## config.mk

```make
export PLATFORM = sky130hd
export DESIGN_NAME = obc_pp_sel
export DESIGN_NICKNAME = d
export VERILOG_FILES = /design/src/rtl/obc_pp_sel.sv
export SDC_FILE = /design/constraint.sdc
export NUM_CORES = 1
export LEC_CHECK = 0
export CAP_MARGIN = 20
export CORE_MARGIN = 8
export CORE_UTILIZATION = 35
export CTS_CLUSTER_DIAMETER = 150
export DETAILED_ROUTE_END_ITERATION = 8
export HOLD_SLACK_MARGIN = 0.05
export PLACE_DENSITY = 0.59
export SYNTH_ARGS = -nofsm -noshare
export SYNTH_HDL_FRONTEND = slang
export SYNTH_SLANG_ARGS = --single-unit
```

## constraint.sdc

```tcl
create_clock -name clk -period 6 [get_ports clk]
set_input_delay 1.2 -clock clk [delete_from_list [all_inputs] [get_ports clk]]
set_output_delay 1.2 -clock clk [all_outputs]
set_load 0.03 [all_outputs]
```

## src/rtl/obc_pp_sel.sv

```systemverilog
module obc_pp_sel #(
  parameter int SAMPLE_W = 8
) (
  input  logic                  clk,
  input  logic                  rst,
  input  logic                  in_valid,
  input  logic [SAMPLE_W-1:0]   x0,
  input  logic [SAMPLE_W-1:0]   x1,
  input  logic [SAMPLE_W-1:0]   x2,
  input  logic [SAMPLE_W-1:0]   x3,
  input  logic [3:0]            w,
  output logic [SAMPLE_W+1:0]   pp,
  output logic                  pp_valid
);
  localparam int OUT_W  = SAMPLE_W + 2;
  localparam int HALF_W = SAMPLE_W - 1;

  logic signed [OUT_W-1:0] h0, h1, h2, h3;
  logic signed [OUT_W-1:0] pair_a, pair_b, tree, signed_pp;
  logic sub_a, sub_b, sub_o, negate;

  // halving: drop the LSB, sign-extend to the output width
  assign h0 = OUT_W'($signed(x0[SAMPLE_W-1:1]));
  assign h1 = OUT_W'($signed(x1[SAMPLE_W-1:1]));
  assign h2 = OUT_W'($signed(x2[SAMPLE_W-1:1]));
  assign h3 = OUT_W'($signed(x3[SAMPLE_W-1:1]));

  assign sub_a  = w[1] ^ w[0];
  assign sub_b  = w[3] ^ w[2];
  assign sub_o  = w[2] ^ w[0];
  assign negate = ~w[0];

  assign pair_a    = h0 + (h1 ^ {OUT_W{sub_a}}) + OUT_W'(sub_a);
  assign pair_b    = h2 + (h3 ^ {OUT_W{sub_b}}) + OUT_W'(sub_b);
  assign tree      = pair_a + (pair_b ^ {OUT_W{sub_o}}) + OUT_W'(sub_o);
  assign signed_pp = (tree ^ {OUT_W{negate}}) + OUT_W'(negate);

  always_ff @(posedge clk) begin
    if (rst) begin
      pp       <= '0;
      pp_valid <= 1'b0;
    end else begin
      pp_valid <= in_valid;
      if (in_valid) pp <= signed_pp;
    end
  end

  // independent digit-sum model for checking
  logic signed [OUT_W-1:0] model_sum;
  always_comb begin
    model_sum = (w[0] ? h0 : -h0) + (w[1] ? h1 : -h1)
              + (w[2] ? h2 : -h2) + (w[3] ? h3 : -h3);
  end

  a_r1_reset_clears: assert property (@(posedge clk)
    rst |=> (pp == '0 && !pp_valid));

  a_r4_valid_follows: assert property (@(posedge clk) disable iff (rst)
    in_valid |=> pp_valid);

  a_r4_valid_drops: assert property (@(posedge clk) disable iff (rst)
    !in_valid |=> !pp_valid);

  a_r5_hold: assert property (@(posedge clk) disable iff (rst)
    !in_valid |=> $stable(pp));

  a_r2_value: assert property (@(posedge clk) disable iff (rst)
    in_valid |=> ($signed(pp) == $past(model_sum)));

  a_r7_range: assert property (@(posedge clk) disable iff (rst)
    pp_valid |-> ($signed(pp) <= $signed(OUT_W'(1) << HALF_W + 1) &&
                  $signed(pp) >= -$signed(OUT_W'(1) << HALF_W + 1)));
endmodule

```

**After elaboration in Yosys (flattened, before gate mapping)**

Cells that the tools add are included.

- Bits in registers: 11
- Input port bits: 39
- Output and inout port bits: 11
- Logic and storage cells: 17

- Add/subtract/negate cells: 7
- Bitwise operators: 8

Operators by type and width:

| kind | number |
|---|---|
| 10-bit by 1-bit adder with 10-bit output | 4 |
| 10-bit bitwise XOR | 4 |
| 10-bit adder | 3 |
| 1-bit bitwise XOR | 3 |
| 1-bit NOT | 1 |

**Depth between registers and ports, before layout**

Gate-level depths: netlist (run 1).

- Word-level depth: 9
- Depth in mapped cells: 22
- Mapped depth without buffers: 21

**Worst setup path before layout (run 1)**

No wires, ideal clock.

- Kind: input -> register
- From: input w[2]
- To: register pp[9]
- Library setup time: 0.138 ns
- Data arrival time: 5.301 ns
- Data required time: 5.862 ns
- Setup slack: 0.561 ns
- Cell stages on the path: 21
- Buffers on the path: 1
- Cells stage by stage: buf_2 xnor2_1 xnor2_1 ha_1 nor2b_1 o21ai_0 nand2b_1 a21o_1 a21oi_1 a21oi_1 xor2_1 fa_1 inv_1 ha_1 xor2_1 nor2_1 a22o_1 nor3b_1 nor3_1 nand4bb_1 o221ai_1

- Longest elaborated chain between the ends: 9
- Elaborated cells on any way between the ends: 10
- Those cells by class: 5 x add/sub; 5 x bitwise

Ends and longest elaborated chain:

| item | RTL line | text |
|---|---|---|
| start, declared | 11 | `input logic [3:0] w,` |
| 1-bit bitwise XOR | 29 | `assign sub_b = w[3] ^ w[2];` |
| 10-bit bitwise XOR | 34 | `assign pair_b = h2 + (h3 ^ {OUT_W{sub_b}}) + OUT_W'(sub_b);` |
| 10-bit adder | 34 |  |
| 10-bit by 1-bit adder with 10-bit output | 34 |  |
| 10-bit bitwise XOR | 35 | `assign tree = pair_a + (pair_b ^ {OUT_W{sub_o}}) + OUT_W'(sub_o);` |
| 10-bit adder | 35 |  |
| 10-bit by 1-bit adder with 10-bit output (*) | 35 |  |
| 10-bit bitwise XOR (*) | 36 | `assign signed_pp = (tree ^ {OUT_W{negate}}) + OUT_W'(negate);` |
| 10-bit by 1-bit adder with 10-bit output (*) | 36 |  |
| end signal, assigned | 44 | `if (in_valid) pp <= signed_pp;` |
| end, declared | 12 | `output logic [SAMPLE_W+1:0] pp,` |

Mark *: on every way between the ends. The rest lies on a longest branch, timed or not.
A chain may end at the register's enable or synchronous reset.

**Worst setup path in the final report (run 1)**

Same ends and word-level chain as after synthesis.

==> results of run 1 <==
[through the flow]
step | instances | hold slack (ns)
after floorplan | 231 | 0.606
after global placement | 347 | 0.476
after detailed placement | 347 | 0.479
after CTS | 351 | 0.485
after global routing | 351 | 0.504
final | 351 | 0.483
[metal layers]
metal / global-route usage (%) / vias up / part of all wire, %
met5: 0 / - / 0
met4: 1.64 / 0 / 0.20
met3: 1.40 / 2 / 3.0
met2: 18.4 / 27 / 50
met1: 12.2 / 757 / 47
li1: - / 879 / -
[worst max path at each step]
stage          from                  to  cells after the start
4_1_cts        w[2]  pp[9]$_SDFFE_PP0P_                     21
2_1_floorplan  w[2]  pp[9]$_SDFFE_PP0P_                     21
3_3_place_gp   w[2]  pp[9]$_SDFFE_PP0P_                     21
3_5_place_dp   w[2]  pp[9]$_SDFFE_PP0P_                     21
6_report       w[2]  pp[9]$_SDFFE_PP0P_                     21
5_1_grt        w[3]  pp[9]$_SDFFE_PP0P_                     22
[kinds of logic (layout without fill, tap and decap cells)]
| group | after synthesis | in the layout | synth area share, % |
|---|---|---|---|
| XOR/XNOR | 57 | 57 | 27.1 |
| multiplexers | 3 | 3 | 1.51 |
| flip-flops | 11 | 11 | 11.1 |
| AND/OR/NAND/NOR | 44 | 44 | 12.6 |
| adder cells (fa/ha/maj) | 28 | 28 | 22.2 |
| buffers and inverters | 38 | 86 | 7.56 |
| AO/OA/AOI/OAI | 50 | 50 | 17.9 |
[worst reg2reg max path, stage by stage, from the launching register on]
cell      delay (ns)
dfxtp_1         0.32
nor2_1          0.04
a211oi_1        0.23
[power groups by stage]
stage               clock [mW]  combinational, mW  sequential [mW]
floorplan                    0              0.914            0.166
global placement             0               1.21            0.114
detailed placement           0               1.22            0.114
CTS                     0.0745               1.23            0.113
global route            0.0793               1.36            0.117
finish                  0.0704               1.21            0.113
[area by class of cell]
class,instances,area [µm²]
tap,72,90.1
timing repair buffer,51,495
inverter,31,116
sequential,11,220
multi-input combinational,182,1620
clock buffer,4,45.0
fill,549,2920
[Yosys cell counts, types with 2 or more instances]
cell type	count	area [µm²]
a211oi_1	6	45.0
a21o_1	6	45.0
a21oi_1	14	70.1
buf_2	3	15.0
clkbuf_1	3	11.3
dfxtp_1	11	220
fa_1	12	240
ha_1	16	200
inv_1	31	116
mux2i_1	3	30.0
nand2_1	4	15.0
nand2b_1	8	50.1
nand3_1	3	15.0
nor2_1	13	48.8
nor2b_1	2	12.5
o2111ai_1	3	26.3
o211ai_1	2	15.0
o21ai_0	6	30.0
o221ai_1	4	35.0
o22ai_1	2	12.5
xnor2_1	39	342
xor2_1	15	131
[sequential cells by signal, indices dropped and copies added (netlist names)]
register  cells
pp           10
pp_valid      1
==> impl.org, run 1 <==
** Outcome
- Result of the run :: finished clean

** GRT
- Across every metal layer, demand over resource in global routing totals 10.0%.
- Entering global routing, the biggest net connects 18 pins.
- Global routing finished with a remaining overflow of 0.
- Antenna violations before repair :: 0
- Number of global-route vias before repair :: 1773
- Wire length of the first global-routing pass :: 7400 µm

** Power
- Overall power after layout :: 1.39 mW
- P_sw :: 0.696 mW
- In this run, the clock network consumes 5.1% of the power.
- Registers are responsible for 8.1% of the overall power.
- IR analysis of the VDD net gives a maximum drop of 0.234 mV.
- The analysis attributes to cell leakage a power of 1.08 nW.
- Internal power of the cells :: 0.699 mW
- Fraction of power consumed by combinational cells :: 86.8%
- Pwr Density :: 540 mW/mm²
- Sw frac :: 49.9%

** Floorplan
- Die outline width :: 91.3 µm
- For this configuration, the core starts out at a cell density of 36.1%.
- Die boundary height :: 91.3 µm
- IO Count :: 50
- Floorplan core area :: 0.00551 mm²
- After floorplanning, the core was divided into 27 placement rows.
- Area of the die :: 0.00834 mm²

** Worst setup path
- Maximum fanout along the worst path :: 5
- At the worst endpoint, the required time is 6.09 ns.
- Kind of start point of the critical path :: input pin
- Library cell contributing the largest single delay on the critical path :: fa_1
- Broken down by cell family, the worst path's largest delay share belongs to adder cells.
- Cell-by-cell trace of the critical path :: clkdlybuf4s50_1, xnor2_1, xnor2_1, ha_1, nor2b_1, o21ai_0, nand2b_1, a21o_1, a21oi_1, a21oi_1, xor2_1, fa_1, inv_1, ha_1, xor2_1, nor2_1, a22o_1, nor3b_1, nor3_1, nand4bb_1, o221ai_1
- Across all register-to-register paths, the minimum setup slack is 5.32 ns.
- The critical path is of the in -> reg type.
- Number of buffers and inverters on the critical path :: 2
- CP max stage delay :: 0.51 ns
- In this run the critical register-to-register path is launched from pp[2]$_SDFFE_PP0P_.
- Arrival time of data at the critical path endpoint :: 5.75 ns
- In this run the critical register-to-register path is captured at pp[2]$_SDFFE_PP0P_.
- Critical Path Sink Type :: register
- FF-to-FF path depth :: 2

** Route
- Via Count :: 1665
- Aggregate routed wire length :: 3940 µm
- Once detail routing completed, the nets flagged for antenna violations numbered 0.
- After detailed routing, the number of remaining DRC violations is 0.
- The first TritonRoute pass finished after 4 iterations.
- After detailed routing, the average wire length per cell comes to 11.2 µm.
- First DRT Iteration DRCs :: 42
- Using the TritonRoute via totals, the vias-per-cell ratio works out to 4.74.

** Cells and area
- The number of antenna diodes in the final layout is 0.
- Fraction of final layout cells sized beyond drive strength 1 :: 5.73%
- Final core area utilization :: 46.9%
- Compared with the post-synthesis result, the final layout area differs by 30.0%.
- After routing the design area is 0.00258 mm².
- The library cells used most frequently in the layout, excluding fill and tap cells, are clkdlybuf4s50_1 (45), xnor2_1 (39), inv_1 (31).
- The net count of the finished layout is 347.
- Most common cell after layout, fill and taps aside :: clkdlybuf4s50_1

** Yosys
- Synthesis produced a netlist whose cell count is 231.
- Among all flip-flop cells after synthesis, the most frequent one is dfxtp_1.
- When the netlist entered floorplanning its net count stood at 298.
- The average instance in the mapped netlist occupies 8.60 µm².
- After synthesis the netlist holds a flip-flop and latch count of 11.
- The Yosys step of the flow raised 0 warnings.
- Sequential elements use 11.1% of the synthesized area.
- Synthesized cell area :: 0.00199 mm²
- In the synthesized netlist the async set-or-reset flop fraction comes to 0%.
- Yosys mapped a number of flops with a built-in enable equal to 0.
- The number of different library cells used by synthesis comes to 47.

** Clock tree
- Postcts setup bufs :: 0
- The number of hold buffers added after CTS was 0.
- The clock passes through at most 2 buffers.
- After clock tree synthesis, the clock-pin slew on the worst setup and hold paths is 0.05 ns.
- TritonCTS built the clock tree.
- Clock buffer count from CTS :: 3
- Post-CTS Resized :: 0
- Clk Latency, worst-skew pair :: 0.23 ns
- The clock net in this run drives a total of 11 sinks.
- Clock Root Buffer :: clkbuf_8
- Total number of H-tree levels :: 1

** Placed design
- Prior to clock tree synthesis, the placed netlist has a worst setup slack of 0.0891 ns.
- GPL Wtd Cong :: 0.795
- Cell area after placement :: 0.00254 mm²
- Port Buf Inserts :: 45
- HPWL Detailed :: 3580 µm

** Timing
- The count of final max-slew check failures came to 0.
- Number of failing hold endpoints at the final stage :: 0
- Measured against its own limit, the worst slew margin works out to 61.3%.
- Post-route fraction of the period consumed by the critical path :: 94.2%
- Setup repair after global routing left no endpoint under its margin.
- Setup violations remaining at the end of the flow were counted as 0.
- Final clock skew :: 0 ns
- Summed over all failing endpoints, the final setup total negative slack is 0 ns.
- Based on the critical path, the design can be clocked at up to 177 MHz.
- The clock period could shrink to 5.65 ns.
- After layout, the worst setup slack is 0.346 ns.
- Transition time at the pin with the least slew margin :: 0.579 ns

** Min path
- The tightest min-delay check is of the reg -> reg type.
- The path with the worst hold slack has its endpoint at pp[5]$_SDFFE_PP0P_.
- In this run the most critical hold path is launched from pp[5]$_SDFFE_PP0P_.
- Along the worst hold path, the cell count comes to 2.

** Job
- Across the run, the number of max-cap violations was 0.
(Power assumes the default switching activity.)
==> run 2: changes to the inputs <==
CORE_ASPECT_RATIO = 1.75   (was unset)
==> run 2 against run 1 <==
Largest power group unchanged. Hold slack worse by 0.0026 ns. Sequential cell count unchanged. Critical path depth stayed put. Cell count grew 1.1%. Wire length increased by 6.3%. Highest routed layer unchanged.
==> impl.org, run 2 (synthesized netlist as in run 1, its figures left out) <==
** Worst setup path
- The slowest stage of the critical path belongs to the cell fa_1.
- Arrival time of data at the critical path endpoint :: 5.64 ns
- Worst-case register-to-register setup slack :: 5.34 ns
- Critical Path Sink Type :: register
- The critical path is of the in -> reg type.
- STA puts the critical path data required time at 6.10 ns.
- The signal on the critical path passes through clkdlybuf4s50_1, buf_4, xor2_1, o21ai_0, fa_1, nor2b_1, o21ai_0, nand2b_1, a21o_1, a21oi_1, a21oi_1, xor2_1, fa_1, inv_1, ha_1, xor2_1, nor2_1, nand4b_1, nor3b_2, o41ai_1, o221ai_1.
- FF-to-FF path depth :: 2
- Kind of start point of the critical path :: input pin
- CP max stage delay :: 0.51 ns
- Among the stages of the critical path, the cell type that occurs most often is xor2_1.
- Maximum fanout along the worst path :: 3

** Route
- In the routed design, unresolved DRC markers number 0.
- Dividing the detail-routed via count by the number of cells gives 4.70.
- The final layout contains routed wiring with a total length of 4190 µm.
- The first routing iteration left 30 violations.
- Total iterations of the first detailed-routing run :: 4
- Post-DR wirelength/cell :: 11.8 µm
- The detail route stage leaves a number of antenna-violating nets equal to 0.
- Across all layers, the routed design uses 1667 vias.

** Cells and area
- In the final layout, the share of cells above drive strength 1 is 6.45%.
- Largest register FFs :: 10
- Leaving out fill and tap cells, the most frequent cell in the layout is clkdlybuf4s50_1.
- The sequential cells in the finished layout cover a total of 220 µm².
- Counting flops per register, the top entry is pp.
- Number of filler instances in the final layout :: 591
- From synthesis to final layout, the design area changed by 30.9%.
- Largest regs :: pp x10, pp_valid x1
- Commonest non-fill, non-tap cells in the layout :: clkdlybuf4s50_1 (45), xnor2_1 (38), inv_1 (31)
- The repair_antennas step left the layout with diodes totalling 0.
- Summing all multi-input logic gate instances after layout gives 0.00163 mm².
- Fin nets :: 347
- Once layout is done, the placed cells without fillers occupy 0.00260 mm².

** Clock tree
- Clock tree synthesis inserted a total of 3 buffers.
- Post-CTS Resized :: 0
- CTS tree :: yes
- In this run, post-CTS hold repair placed 0 buffers.
- After clock tree synthesis, the clock-pin slew on the worst setup and hold paths is 0.05 ns.
- Clock Root Buffer :: clkbuf_8
- Buffer depth of the longest clock path :: 2
- Postcts setup bufs :: 0
- Total number of H-tree levels :: 1
- CTS saw 11 sinks.
- At the later pin of the worst-skew pair, clock insertion delay measures 0.23 ns.

** Power
- P_sw :: 0.694 mW
- The clock network is responsible for 5.1% of the overall power.
- Combinational cells account for 86.8% of the total power.
- Overall power consumption after layout is estimated at 1.40 mW.
- Sw frac :: 49.6%
- Standby leakage power :: 1.09 nW
- The share of total power dissipated in sequential elements is 8.0%.
- IR analysis of the VDD net gives a maximum drop of 0.146 mV.
- Pwr Density :: 538 mW/mm²
- Internal power of the cells :: 0.706 mW

** Timing
- Max Freq :: 180 MHz
- Setup violations remaining at the end of the flow were counted as 0.
- Number of failing hold endpoints at the final stage :: 0
- Across all setup checks in the final design, the least slack found is 0.459 ns.
- Between clock sinks in the finished design, the worst skew comes to 0 ns.
- For the finished layout, the period the worst path requires is 5.54 ns.
- Across all hold checks on the routed design, the worst slack comes to 0.480 ns.
- At the pin with the least slew margin, the transition time is 0.593 ns.
- Post-route fraction of the period consumed by the critical path :: 92.4%
- The count of final max-slew check failures came to 0.
- In the final timing run, aggregate negative setup slack is 0 ns.
- Normalized max-slew margin :: 60.2%
- Setup repair after global routing left no endpoint under its margin.

** Placed design
- GPL Wtd Cong :: 0.799
- In this run the cell area measured after placement is 0.00254 mm².
- Port Buf Inserts :: 45
- Post-placement worst setup slack :: 0.115 ns
- HPWL Detailed :: 3850 µm

** GRT
- Number of global-route vias before repair :: 1875
- Antenna violations before repair :: 0
- The first global-routing pass estimated 7590 µm of wire.
- Maximum number of pins on one net before global-route repair :: 18
- For this run the aggregate overflow at the end of global routing stands at 0.
- Global-route usage over all layers :: 11.1%

** Floorplan
- Die boundary height :: 116 µm
- 50 I/O pins were placed.
- For this configuration, the core starts out at a cell density of 35.9%.
- Floorplan core area :: 0.00554 mm²
- Die outline width :: 73.0 µm
- In this run the core area contains 36 standard-cell rows.
- Area of the die :: 0.00844 mm²

** Outcome
- Result of the run :: finished clean

** Min path
- Min-Delay Path Depth :: 2
- The worst hold path belongs to the class reg -> reg.

** Job
- Number of max-capacitance violations reported :: 0
[run 2: changes by cell type in the layout (fill, tap and decap cells not counted)]
cell,change
nor3b_1,-1
nor3b_2,+1
xnor2_1,-1
xnor2_2,+1
[run 2: final timing paths]
check,startpoint,end
worst max-delay path,w[2],pp[9]$_SDFFE_PP0P_
worst min-delay path,pp[6]$_SDFFE_PP0P_,pp[6]$_SDFFE_PP0P_
worst max register to register,pp[0]$_SDFFE_PP0P_,pp[0]$_SDFFE_PP0P_
worst min register to register,pp[6]$_SDFFE_PP0P_,pp[6]$_SDFFE_PP0P_
[run 2: per-stage QoR]
step,utilization [%],cells
after CTS,46.7,355
after global placement,45.9,351
final,47.0,355
after detailed placement,45.9,351
after floorplan,-,231
after global routing,47.0,355
[run 2: power groups by stage]
stage	Sequential (mW)	Clock (mW)	Combinational (mW)
after floorplan	0.166	0	0.914
after global placement	0.114	0	1.20
after detailed placement	0.114	0	1.22
after CTS	0.113	0.0753	1.22
after global routing	0.115	0.0766	1.36
final	0.112	0.0720	1.22
[run 2: routing by layer]
| metal | up-vias | track usage, % | share of wire [%] |
|---|---|---|---|
| li1 | 873 | - | - |
| met1 | 750 | 9.35 | 34 |
| met2 | 38 | 23.7 | 60 |
| met3 | 6 | 1.30 | 4.2 |
| met4 | 0 | 5.11 | 1.8 |
| met5 | - | 0 | 0 |
[run 2: critical path: cells and delay by family]
| family | cells | cell delay [ns] |
|---|---|---|
| AOI/OAI and AO/OA | 7 | 1.46 |
| buffers and inverters | 3 | 0.75 |
| xor gates and xnor gates | 3 | 0.51 |
| adders and majority gates | 3 | 1.09 |
| and+or+nand+nor | 5 | 0.61 |
[run 2: cell type report]
type,count,share of cell area (%)
multi-input cells,182,62.6
repair buffers,51,19.0
flip-flops and latches,11,8.47
inverters,31,4.47
well taps,76,3.66
clock buffers,4,1.73
